$ cat src/rtl/gpio_irq_pkg.sv
package gpio_irq_pkg;

    // Register word addresses. Mode word r sits at ADR_MODE0 + r.
    localparam int unsigned  REG_AW       = 3;
    localparam logic [2:0]   ADR_ENABLE   = 3'd0;
    localparam logic [2:0]   ADR_STATUS   = 3'd1;
    localparam logic [2:0]   ADR_CLEAR    = 3'd2;
    localparam logic [2:0]   ADR_UNMASK   = 3'd3;
    localparam logic [2:0]   ADR_MASK     = 3'd4;
    localparam logic [2:0]   ADR_MODE0    = 3'd5;
    localparam logic [2:0]   ADR_MASKVIEW = 3'd7;

    // Trigger code layout: 3 code bits at a 4-bit pitch
    localparam int unsigned  CODE_W       = 3;
    localparam int unsigned  CODE_PITCH   = 4;

    localparam logic [2:0]   TRIG_FALL    = 3'd0;
    localparam logic [2:0]   TRIG_RISE    = 3'd1;
    localparam logic [2:0]   TRIG_HIGH    = 3'd2;
    localparam logic [2:0]   TRIG_LOW     = 3'd3;
    localparam logic [2:0]   TRIG_BOTH    = 3'd4;

    typedef enum logic {
        LINE_QUIET  = 1'b0,
        LINE_RAISED = 1'b1
    } line_state_t;

endpackage

$ cat src/rtl/gpio_irq_sync.sv
// Two-stage synchroniser plus one history stage for edge detection.
module gpio_irq_sync #(
    parameter int unsigned W = 12
) (
    input  logic         clk_i,
    input  logic         rst_ni,
    input  logic [W-1:0] raw_i,
    output logic [W-1:0] cur_o,
    output logic [W-1:0] prev_o
);

    logic [W-1:0] meta_q;
    logic [W-1:0] cur_q;
    logic [W-1:0] prev_q;

    always_ff @(posedge clk_i or negedge rst_ni) begin
        if (!rst_ni) begin
            meta_q <= '0;
            cur_q  <= '0;
            prev_q <= '0;
        end else begin
            meta_q <= raw_i;
            cur_q  <= meta_q;
            prev_q <= cur_q;
        end
    end

    assign cur_o  = cur_q;
    assign prev_o = prev_q;

endmodule

$ cat src/rtl/gpio_irq_detect.sv
// Per-pin trigger decode.
module gpio_irq_detect
    import gpio_irq_pkg::*;
#(
    parameter int unsigned PINS = 12
) (
    input  logic [PINS-1:0]        cur_i,
    input  logic [PINS-1:0]        prev_i,
    input  logic [CODE_W*PINS-1:0] mode_i,
    output logic [PINS-1:0]        hit_o
);

    for (genvar g = 0; g < PINS; g++) begin : g_pin
        logic [CODE_W-1:0] code;
        logic              rise;
        logic              fall;
        logic              hit;

        assign code = mode_i[g*CODE_W +: CODE_W];
        assign rise = cur_i[g] & ~prev_i[g];
        assign fall = ~cur_i[g] & prev_i[g];

        always_comb begin
            case (code)
                TRIG_FALL: hit = fall;
                TRIG_RISE: hit = rise;
                TRIG_HIGH: hit = cur_i[g];
                TRIG_LOW:  hit = ~cur_i[g];
                TRIG_BOTH: hit = rise | fall;
                default:   hit = 1'b0;   // codes 5..7 reserved
            endcase
        end

        assign hit_o[g] = hit;
    end

endmodule

$ cat src/rtl/gpio_irq_regs.sv
// Register file: enable, mask, trigger codes, latched status, read mux.
module gpio_irq_regs
    import gpio_irq_pkg::*;
#(
    parameter int unsigned PINS = 12,
    parameter int unsigned DW   = 32
) (
    input  logic                   clk_i,
    input  logic                   rst_ni,
    input  logic                   we_i,
    input  logic [REG_AW-1:0]      addr_i,
    input  logic [DW-1:0]          wdata_i,
    input  logic [PINS-1:0]        hit_i,
    output logic [DW-1:0]          rdata_o,
    output logic [PINS-1:0]        en_o,
    output logic [PINS-1:0]        st_o,
    output logic [PINS-1:0]        mask_o,
    output logic [CODE_W*PINS-1:0] mode_o
);

    localparam int unsigned PER_WORD = DW / CODE_PITCH;
    localparam int unsigned N_WORDS  = (PINS + PER_WORD - 1) / PER_WORD;

    logic [PINS-1:0]   en_q;
    logic [PINS-1:0]   st_q;
    logic [PINS-1:0]   mask_q;
    logic [CODE_W-1:0] mode_q [PINS];
    logic [PINS-1:0]   wbits;
    logic [PINS-1:0]   clr_bits;
    logic [DW-1:0]     mode_rd [N_WORDS];
    logic              unused_wdata;

    assign wbits        = wdata_i[PINS-1:0];
    assign unused_wdata = ^wdata_i;
    // write-one clear of status
    assign clr_bits     = (we_i && addr_i == ADR_CLEAR) ? wbits : '0;

    // enable register, resets to zero
    always_ff @(posedge clk_i or negedge rst_ni) begin
        if (!rst_ni)                              en_q <= '0;
        else if (we_i && addr_i == ADR_ENABLE)    en_q <= wbits;
    end

    // mask, set and cleared by write-one commands; all masked at reset
    always_ff @(posedge clk_i or negedge rst_ni) begin
        if (!rst_ni)                              mask_q <= '1;
        else if (we_i && addr_i == ADR_UNMASK)    mask_q <= mask_q & ~wbits;
        else if (we_i && addr_i == ADR_MASK)      mask_q <= mask_q | wbits;
    end

    // trigger codes packed at a 4-bit pitch over consecutive words
    always_ff @(posedge clk_i or negedge rst_ni) begin
        if (!rst_ni) begin
            for (int p = 0; p < PINS; p++) mode_q[p] <= '0;
        end else if (we_i) begin
            for (int p = 0; p < PINS; p++) begin
                if (int'(addr_i) == int'(ADR_MODE0) + p / PER_WORD)
                    mode_q[p] <= wdata_i[(p % PER_WORD)*CODE_PITCH +: CODE_W];
            end
        end
    end

    // new events win over a clear on the same clock
    always_ff @(posedge clk_i or negedge rst_ni) begin
        if (!rst_ni) st_q <= '0;
        else         st_q <= (st_q & ~clr_bits) | (hit_i & en_q);
    end

    // mode words read back with spare bits at zero
    always_comb begin
        for (int r = 0; r < N_WORDS; r++) mode_rd[r] = '0;
        for (int p = 0; p < PINS; p++)
            mode_rd[p / PER_WORD][(p % PER_WORD)*CODE_PITCH +: CODE_W] = mode_q[p];
    end

    // Read mux; command words (clear, unmask, mask) read zero
    always_comb begin
        rdata_o = '0;
        unique case (addr_i)
            ADR_ENABLE:   rdata_o[PINS-1:0] = en_q;
            ADR_STATUS:   rdata_o[PINS-1:0] = st_q;
            ADR_MASKVIEW: rdata_o[PINS-1:0] = mask_q;
            default: begin
                for (int r = 0; r < N_WORDS; r++)
                    if (int'(addr_i) == int'(ADR_MODE0) + r) rdata_o = mode_rd[r];
            end
        endcase
    end

    always_comb begin
        for (int p = 0; p < PINS; p++) mode_o[p*CODE_W +: CODE_W] = mode_q[p];
    end

    assign en_o   = en_q;
    assign st_o   = st_q;
    assign mask_o = mask_q;

endmodule

$ cat src/rtl/gpio_irq_line.sv
// Shared interrupt line sequencer.
module gpio_irq_line
    import gpio_irq_pkg::*;
#(
    parameter int unsigned PINS = 12
) (
    input  logic            clk_i,
    input  logic            rst_ni,
    input  logic [PINS-1:0] st_i,
    input  logic [PINS-1:0] en_i,
    input  logic [PINS-1:0] mask_i,
    output logic            irq_o
);

    line_state_t state_q;
    line_state_t state_d;
    logic        pend;

    assign pend = |(st_i & en_i & ~mask_i);

    always_ff @(posedge clk_i or negedge rst_ni) begin
        if (!rst_ni) state_q <= LINE_QUIET;
        else         state_q <= state_d;
    end

    always_comb begin
        state_d = state_q;
        unique case (state_q)
            LINE_QUIET:  if (pend)  state_d = LINE_RAISED;   // raise
            LINE_RAISED: if (!pend) state_d = LINE_QUIET;    // drop
            default:                state_d = LINE_QUIET;
        endcase
    end

    always_comb begin
        irq_o = (state_q == LINE_RAISED);
    end

endmodule

$ cat src/rtl/gpio_irq_ctrl.sv
module gpio_irq_ctrl
    import gpio_irq_pkg::*;
#(
    parameter int unsigned PINS = 12,
    parameter int unsigned DW   = 32
) (
    input  logic                  clk_i,
    input  logic                  rst_ni,
    input  logic [PINS-1:0]       pin_i,
    input  logic                  bus_we_i,
    input  logic [REG_AW-1:0]     bus_addr_i,
    input  logic [DW-1:0]         bus_wdata_i,
    output logic [DW-1:0]         bus_rdata_o,
    output logic                  irq_o
);

    logic [PINS-1:0]        cur_w;
    logic [PINS-1:0]        prev_w;
    logic [PINS-1:0]        hit_w;
    logic [PINS-1:0]        en_w;
    logic [PINS-1:0]        st_w;
    logic [PINS-1:0]        mask_w;
    logic [CODE_W*PINS-1:0] mode_w;

    gpio_irq_sync #(.W(PINS)) i_sync (
        .clk_i  (clk_i),
        .rst_ni (rst_ni),
        .raw_i  (pin_i),
        .cur_o  (cur_w),
        .prev_o (prev_w)
    );

    gpio_irq_detect #(.PINS(PINS)) i_detect (
        .cur_i  (cur_w),
        .prev_i (prev_w),
        .mode_i (mode_w),
        .hit_o  (hit_w)
    );

    gpio_irq_regs #(.PINS(PINS), .DW(DW)) i_regs (
        .clk_i   (clk_i),
        .rst_ni  (rst_ni),
        .we_i    (bus_we_i),
        .addr_i  (bus_addr_i),
        .wdata_i (bus_wdata_i),
        .hit_i   (hit_w),
        .rdata_o (bus_rdata_o),
        .en_o    (en_w),
        .st_o    (st_w),
        .mask_o  (mask_w),
        .mode_o  (mode_w)
    );

    gpio_irq_line #(.PINS(PINS)) i_line (
        .clk_i  (clk_i),
        .rst_ni (rst_ni),
        .st_i   (st_w),
        .en_i   (en_w),
        .mask_i (mask_w),
        .irq_o  (irq_o)
    );

endmodule

$ cat config.mk
export PLATFORM = sky130hd
export DESIGN_NAME = gpio_irq_ctrl
export DESIGN_NICKNAME = d
export VERILOG_FILES = /design/src/rtl/gpio_irq_pkg.sv /design/src/rtl/gpio_irq_sync.sv /design/src/rtl/gpio_irq_detect.sv /design/src/rtl/gpio_irq_regs.sv /design/src/rtl/gpio_irq_line.sv /design/src/rtl/gpio_irq_ctrl.sv
export SDC_FILE = /design/constraint.sdc
export NUM_CORES = 1
export LEC_CHECK = 0
export BUFFER_PORTS_ARGS = -buffer_cell sky130_fd_sc_hd__buf_4
export CAP_MARGIN = 10
export CORE_MARGIN = 2
export CORE_UTILIZATION = 55
export DETAILED_ROUTE_END_ITERATION = 7
export GPL_ROUTABILITY_DRIVEN = 0
export PLACE_DENSITY_LB_ADDON = 0.15
export RECOVER_POWER = 50
export SLEW_MARGIN = 20
export SYNTH_ARGS = -nofsm -noshare
export SYNTH_HDL_FRONTEND = slang
export SYNTH_SLANG_ARGS = --single-unit
$ cat constraint.sdc
create_clock -name clk_i -period 2 [get_ports clk_i]
set_clock_uncertainty 0.2 [all_clocks]
set_input_delay 0.4 -clock clk_i [delete_from_list [all_inputs] [get_ports clk_i]]
set_output_delay 0.4 -clock clk_i [all_outputs]
set_load 0.02 [all_outputs]
Word level (Yosys, flattened, before mapping)
Cells that the tools add are included.
{"block": "totals", "register_bits": 109, "in_bits": 50, "output_inout_bits": 33, "wordCells": 188}
{"block": "op_classes", "eq_ne": 57, "muxes": 20, "n_bitwise": 70, "n_reduce_logical": 22}
{"op": "equality test 3 x 2 -> 1 bit (second input constant)", "count": 27}
{"op": "bitwise AND 12 bit", "count": 5}
{"op": "case mux 1 bit (5 select lines)", "count": 12}
{"op": "equality test 3 bit (second input constant)", "count": 17}
{"op": "equality test 3 x 1 -> 1 bit (second input constant)", "count": 13}
{"op": "logical NOT 3 bit", "count": 13}
{"op": "two-way mux 12 bit", "count": 3}
{"op": "inverter 12 bit", "count": 3}
{"op": "case mux 12 bit (3 select lines)", "count": 1}
{"op": "two-way mux 32 bit", "count": 1}
{"op": "two-way mux 31 bit", "count": 1}
{"op": "bitwise AND 1 bit", "count": 24}
{"op": "inverter 1 bit", "count": 24}
{"op": "bitwise OR 12 bit", "count": 2}
{"op": "two-way mux 20 bit", "count": 1}
{"op": "bitwise OR 1 bit", "count": 12}
{"op": "OR reduction 12 bit", "count": 1}
{"op": "logical AND 1 bit", "count": 4}
{"op": "AND reduction 2 bit", "count": 2}
{"op": "OR reduction 3 bit", "count": 1}
{"op": "nonzero test 2 bit", "count": 1}
{"op": "two-way mux 1 bit", "count": 1}

Longest topological paths before layout
{"block": "depth", "word_depth": 6, "ltp_mapped": 6, "depth_no_buf": 6}

Hierarchy
Synthesis repeated with hierarchy kept, for this count alone.
{"block": "hier_totals", "cells_unflattened": 450, "hier_area_um2": 5426.5}
{"module": "gpio_irq_regs", "n_inst": 1, "cells_per_inst": 272, "area_per_inst_um2": 3364.5, "seq_area_each_um2": 1816.7}
{"module": "gpio_irq_detect", "n_inst": 1, "cells_per_inst": 124, "area_per_inst_um2": 1028.5, "seq_area_each_um2": 0.0}
{"module": "gpio_irq_sync", "n_inst": 1, "cells_per_inst": 36, "area_per_inst_um2": 900.9, "seq_area_each_um2": 900.9}
{"module": "gpio_irq_line", "n_inst": 1, "cells_per_inst": 18, "area_per_inst_um2": 132.6, "seq_area_each_um2": 25.0}

Least setup slack after synthesis
OpenSTA, ideal clock, no wires.
{"block": "synth_path", "path_kind": "input -> output", "startpoint": "input port bus_addr_i[2]", "endpoint": "output port bus_rdata_o[11]", "arrival_ns": 1.564, "t_required_ns": 1.400, "path_slack_ns": -0.164, "cell_stages": 4, "n_path_buf": 2, "cell_sequence": "buf_2 > or2_2 > clkbuf_1 > o21ai_0"}
{"block": "synth_between", "elab_chain_cells": 3, "elab_cells_between_ends": 6, "cone_classes": "eq/ne (3); mux (2); reduce/logical (1)"}
{"item": "start: declaration", "line_no": "gpio_irq_ctrl.sv:11", "text": "input logic [REG_AW-1:0] bus_addr_i,"}
{"item": "equality test 3 x 2 -> 1 bit", "line_no": "gpio_irq_regs.sv:85", "text": "if (int'(addr_i) == int'(ADR_MODE0) + r) rdata_o = mode_rd[r];"}
{"item": "two-way mux 32 bit", "line_no": "gpio_irq_regs.sv:85"}
{"item": "case mux 12 bit (3 select lines) (*)", "line_no": "gpio_irq_regs.sv:79", "text": "unique case (addr_i)"}
{"item": "end: declaration", "line_no": "gpio_irq_ctrl.sv:13", "text": "output logic [DW-1:0] bus_rdata_o,"}
Every way passes the cells marked *; elsewhere a longest branch is shown, timed or not.

Final worst setup path
{"block": "layout_path", "startpoint": "input port bus_addr_i[0]", "endpoint": "output port bus_rdata_o[8]"}
{"block": "layout_between", "elab_chain_cells": 4, "elab_cells_between_ends": 8, "cone_classes": "eq/ne (4); mux (3); reduce/logical (1)"}
{"item": "equality test 3 bit", "line_no": "gpio_irq_regs.sv:85"}
{"item": "two-way mux 31 bit", "line_no": "gpio_irq_regs.sv:85"}
{"item": "two-way mux 32 bit", "line_no": "gpio_irq_regs.sv:85"}
{"item": "case mux 12 bit (3 select lines) (*)", "line_no": "gpio_irq_regs.sv:79"}
Marked as above.

==> flow_summary.ini <==
[die]
rows = 35
die-height_um = 103
fp.coreArea_um2 = 9330
fp.dieW_um = 103
ios = 83
initial_core_util_pct = 57.3
die_area_um2 = 10500

[detailed_routing]
totalWireLength_um = 12300
ant_nets = 0
drt_pass1_iterations = 5
drc = 0
drtIter0Drc = 230
wl_per_cell_um = 16.3
vias = 4261
via_per_inst = 5.66

[finish]
nets = 694
area_growth_pct = 28.3
final_common_cell = dfrtp_1
finalInstanceArea_um2 = 6860
antenna_cells = 0
layout_common_cells = 97 x dfrtp_1, 96 x buf_4, 57 x nand2_1
final_cells = 753
layout-drive-gt1-share_pct = 30.4

[synthesis]
synth_edf_count = 0
synth_xor_area_share_pct = 0.164
yosys.area_share.adder_pct = 5.62
synth.area.mux_share_pct = 12.2
ys_warn_count = 0
syn_area_um2 = 5350
async_reset_ff_share_pct = 100
synth.avg_cell_area_um2 = 11.2
postSynthCellCount = 478
synth_compound_area_share_pct = 14.4
yosysSeqAreaShare_pct = 51.3
ys_types = 38
synth_seq_cells = 109
synth_top_family_by_area = compound AO/OA/AOI/OAI gates
yosys_most_used_dff = dfrtp_1
synth-simple-area-share_pct = 11.1

[sta]
tns_ns = -0.447
setup_ws_ns = -0.0970
rsz0062_at_grt = true
fin_crit_sh_pct = 105
hold_viol = 0
fmax_mhz = 477
finalMaxSlewViolations = 0
setup_viol = 8
period_minus_slack_ns = 2.10
relSlewSlack_pct = 36.1
tightest_slew_ns = 0.958

[clock_network]
clock-sinks = 109
ctsHtreeMaxLevel = 3
cts_tree = done
clkTransAtPathRegs_ns = 0.10
clock_latency_ns = 0.37
cts_buffer_depth = 2
cts_buffers = 9
clock-root-buffer = clkbuf_8

[global_routing]
grt_pass1_vias = 4083
track_usage_pct = 24.1
grt-ovfl-total = 0
antenna_found_initial = 0
grt_pass1_wl_um = 19600
grt_max_degree = 110

[min_path]
hp-start = bus_wdata_i[6]
hp-class = in2reg
holdPathStages = 2

[worst_setup_path]
crit_chain = buf_4, nor2b_4, buf_6, a22o_1, a221o_1, buf_6
r2r_end = i_regs.st_o[2]
critPathLaunchType = primary input
r2r_slack_ns = 0.30
r2r_cells = 6
cpMostUsedCell = buf_6
path_max_fanout = 6
max_stage_delay_ns = 0.36
cp.buffers_inverters = 3
crit_family = compound AO/OA/AOI/OAI gates
crit_type = in2out
r2r-start = i_sync.cur_o[2]
worstPathArrival_ns = 1.50
end_kind = primary output
critPathRequiredTime_ns = 1.40
cpMaxStageDelayCell = a221o_1

[outcome]
failed_checks = setup timing
status = complete, but fails checks

[placement]
dp_hpwl_um = 8130
port_buffers = 72
dp.cells = 689
place_ws_ns = -0.118
place_area_um2 = 6170

[power_and_ir_drop]
ir_drop_mv = 0.453
power_density_nw_per_um2 = 835
leakage_nw = 3.24

[flow_run]
maxCapViolCount = 0
kinds of logic after synthesis:
logic type,Yosys count
AND/OR/NAND/NOR,115
adder cells (fa/ha/maj),24
multiplexers,53
AO/OA/AOI/OAI,116
flip-flops,109
other,1
buffers and inverters,59
XOR/XNOR,1
Yosys cell counts (7+ instances only):
cell type	number	area [um2]
dfrtp_1	97	2430
nand2_1	57	214
inv_1	35	131
a21oi_1	32	160
o21ai_0	29	145
ha_1	24	300
mux2_4	20	300
nor2b_1	17	106
a221o_1	16	160
mux2i_1	16	160
a211oi_1	12	90.1
and2_1	12	75.1
dfstp_2	12	315
nor4_1	12	75.1
a2111oi_0	11	96.3
mux2_1	10	113
buf_4	8	60.1
buf_2	7	35.0
clkbuf_1	7	26.3
mux2_2	7	78.8
nor2_1	7	26.3
power breakdown:
part	leakage, nW	total (W)	internal, W	switching [W]
combinational	1.91	0.00150	0.000824	0.000672
sequential	1.25	0.00297	0.00261	0.000360
clock	0.0897	0.00126	0.000473	0.000791
total	3.24	0.00573	0.00390	0.00182
layout make-up:
| class | instances | area (um2) |
|---|---|---|
| Inverter | 35 | 131 |
| Timing Repair Buffer | 151 | 1280 |
| Multi-Input combinational cell | 314 | 2360 |
| Tap cell | 129 | 161 |
| Clock buffer | 9 | 124 |
| Clock inverter | 6 | 56.3 |
| Fill cell | 634 | 2470 |
| Sequential cell | 109 | 2740 |
worst max path at each step:
stage,end,from,depth (start not counted)
global route,bus_rdata_o[8],i_regs.en_o[8],4
floorplan,bus_rdata_o[11],bus_addr_i[2],4
global placement,bus_rdata_o[2],bus_addr_i[1],6
CTS,bus_rdata_o[4],i_regs.mode_o[27],3
finish,bus_rdata_o[8],bus_addr_i[0],6
detailed placement,bus_rdata_o[4],bus_addr_i[1],6
worst reg2reg max path, stage by stage, from the launching register on:
cell and delay [ns]:
dfrtp_1 0.44, inv_1 0.06, ha_1 0.19, nor2b_1 0.12
a211oi_1 0.22, a2111oi_0 0.09, a221o_1 0.27
what timing repair did:
action / 4_1_cts / 5_1_grt
pin swaps: 9 / 8
hold buffers: 22 / 0
setup endpoints to repair: 23 / 21
hold endpoints to repair: 118 / 0
gates resized for setup: 25 / 9
gates cloned: 1 / 0
buffers inserted: 16 / 10
through the flow:
step	hold WS [ns]	power [W]	util, %
floorplan	-0.0956	0.00375	-
global placement	0.132	0.00419	66.1
detailed placement	0.136	0.00425	66.1
CTS	0.0000516	0.00568	72.7
global route	0.0107	0.00605	73.5
finish	0.0114	0.00573	73.5
metal layers:
metal  share of wire [%]  global-route usage [%]  up-vias
met5                   0                       0        -
met4                 2.3                    7.38        0
met3                 6.3                    4.88       35
met2                  50                    40.5      177
met1                  41                    31.7     2051
li1                    -                       -     1998
Note: power is estimated with default switching activity, not from simulation.
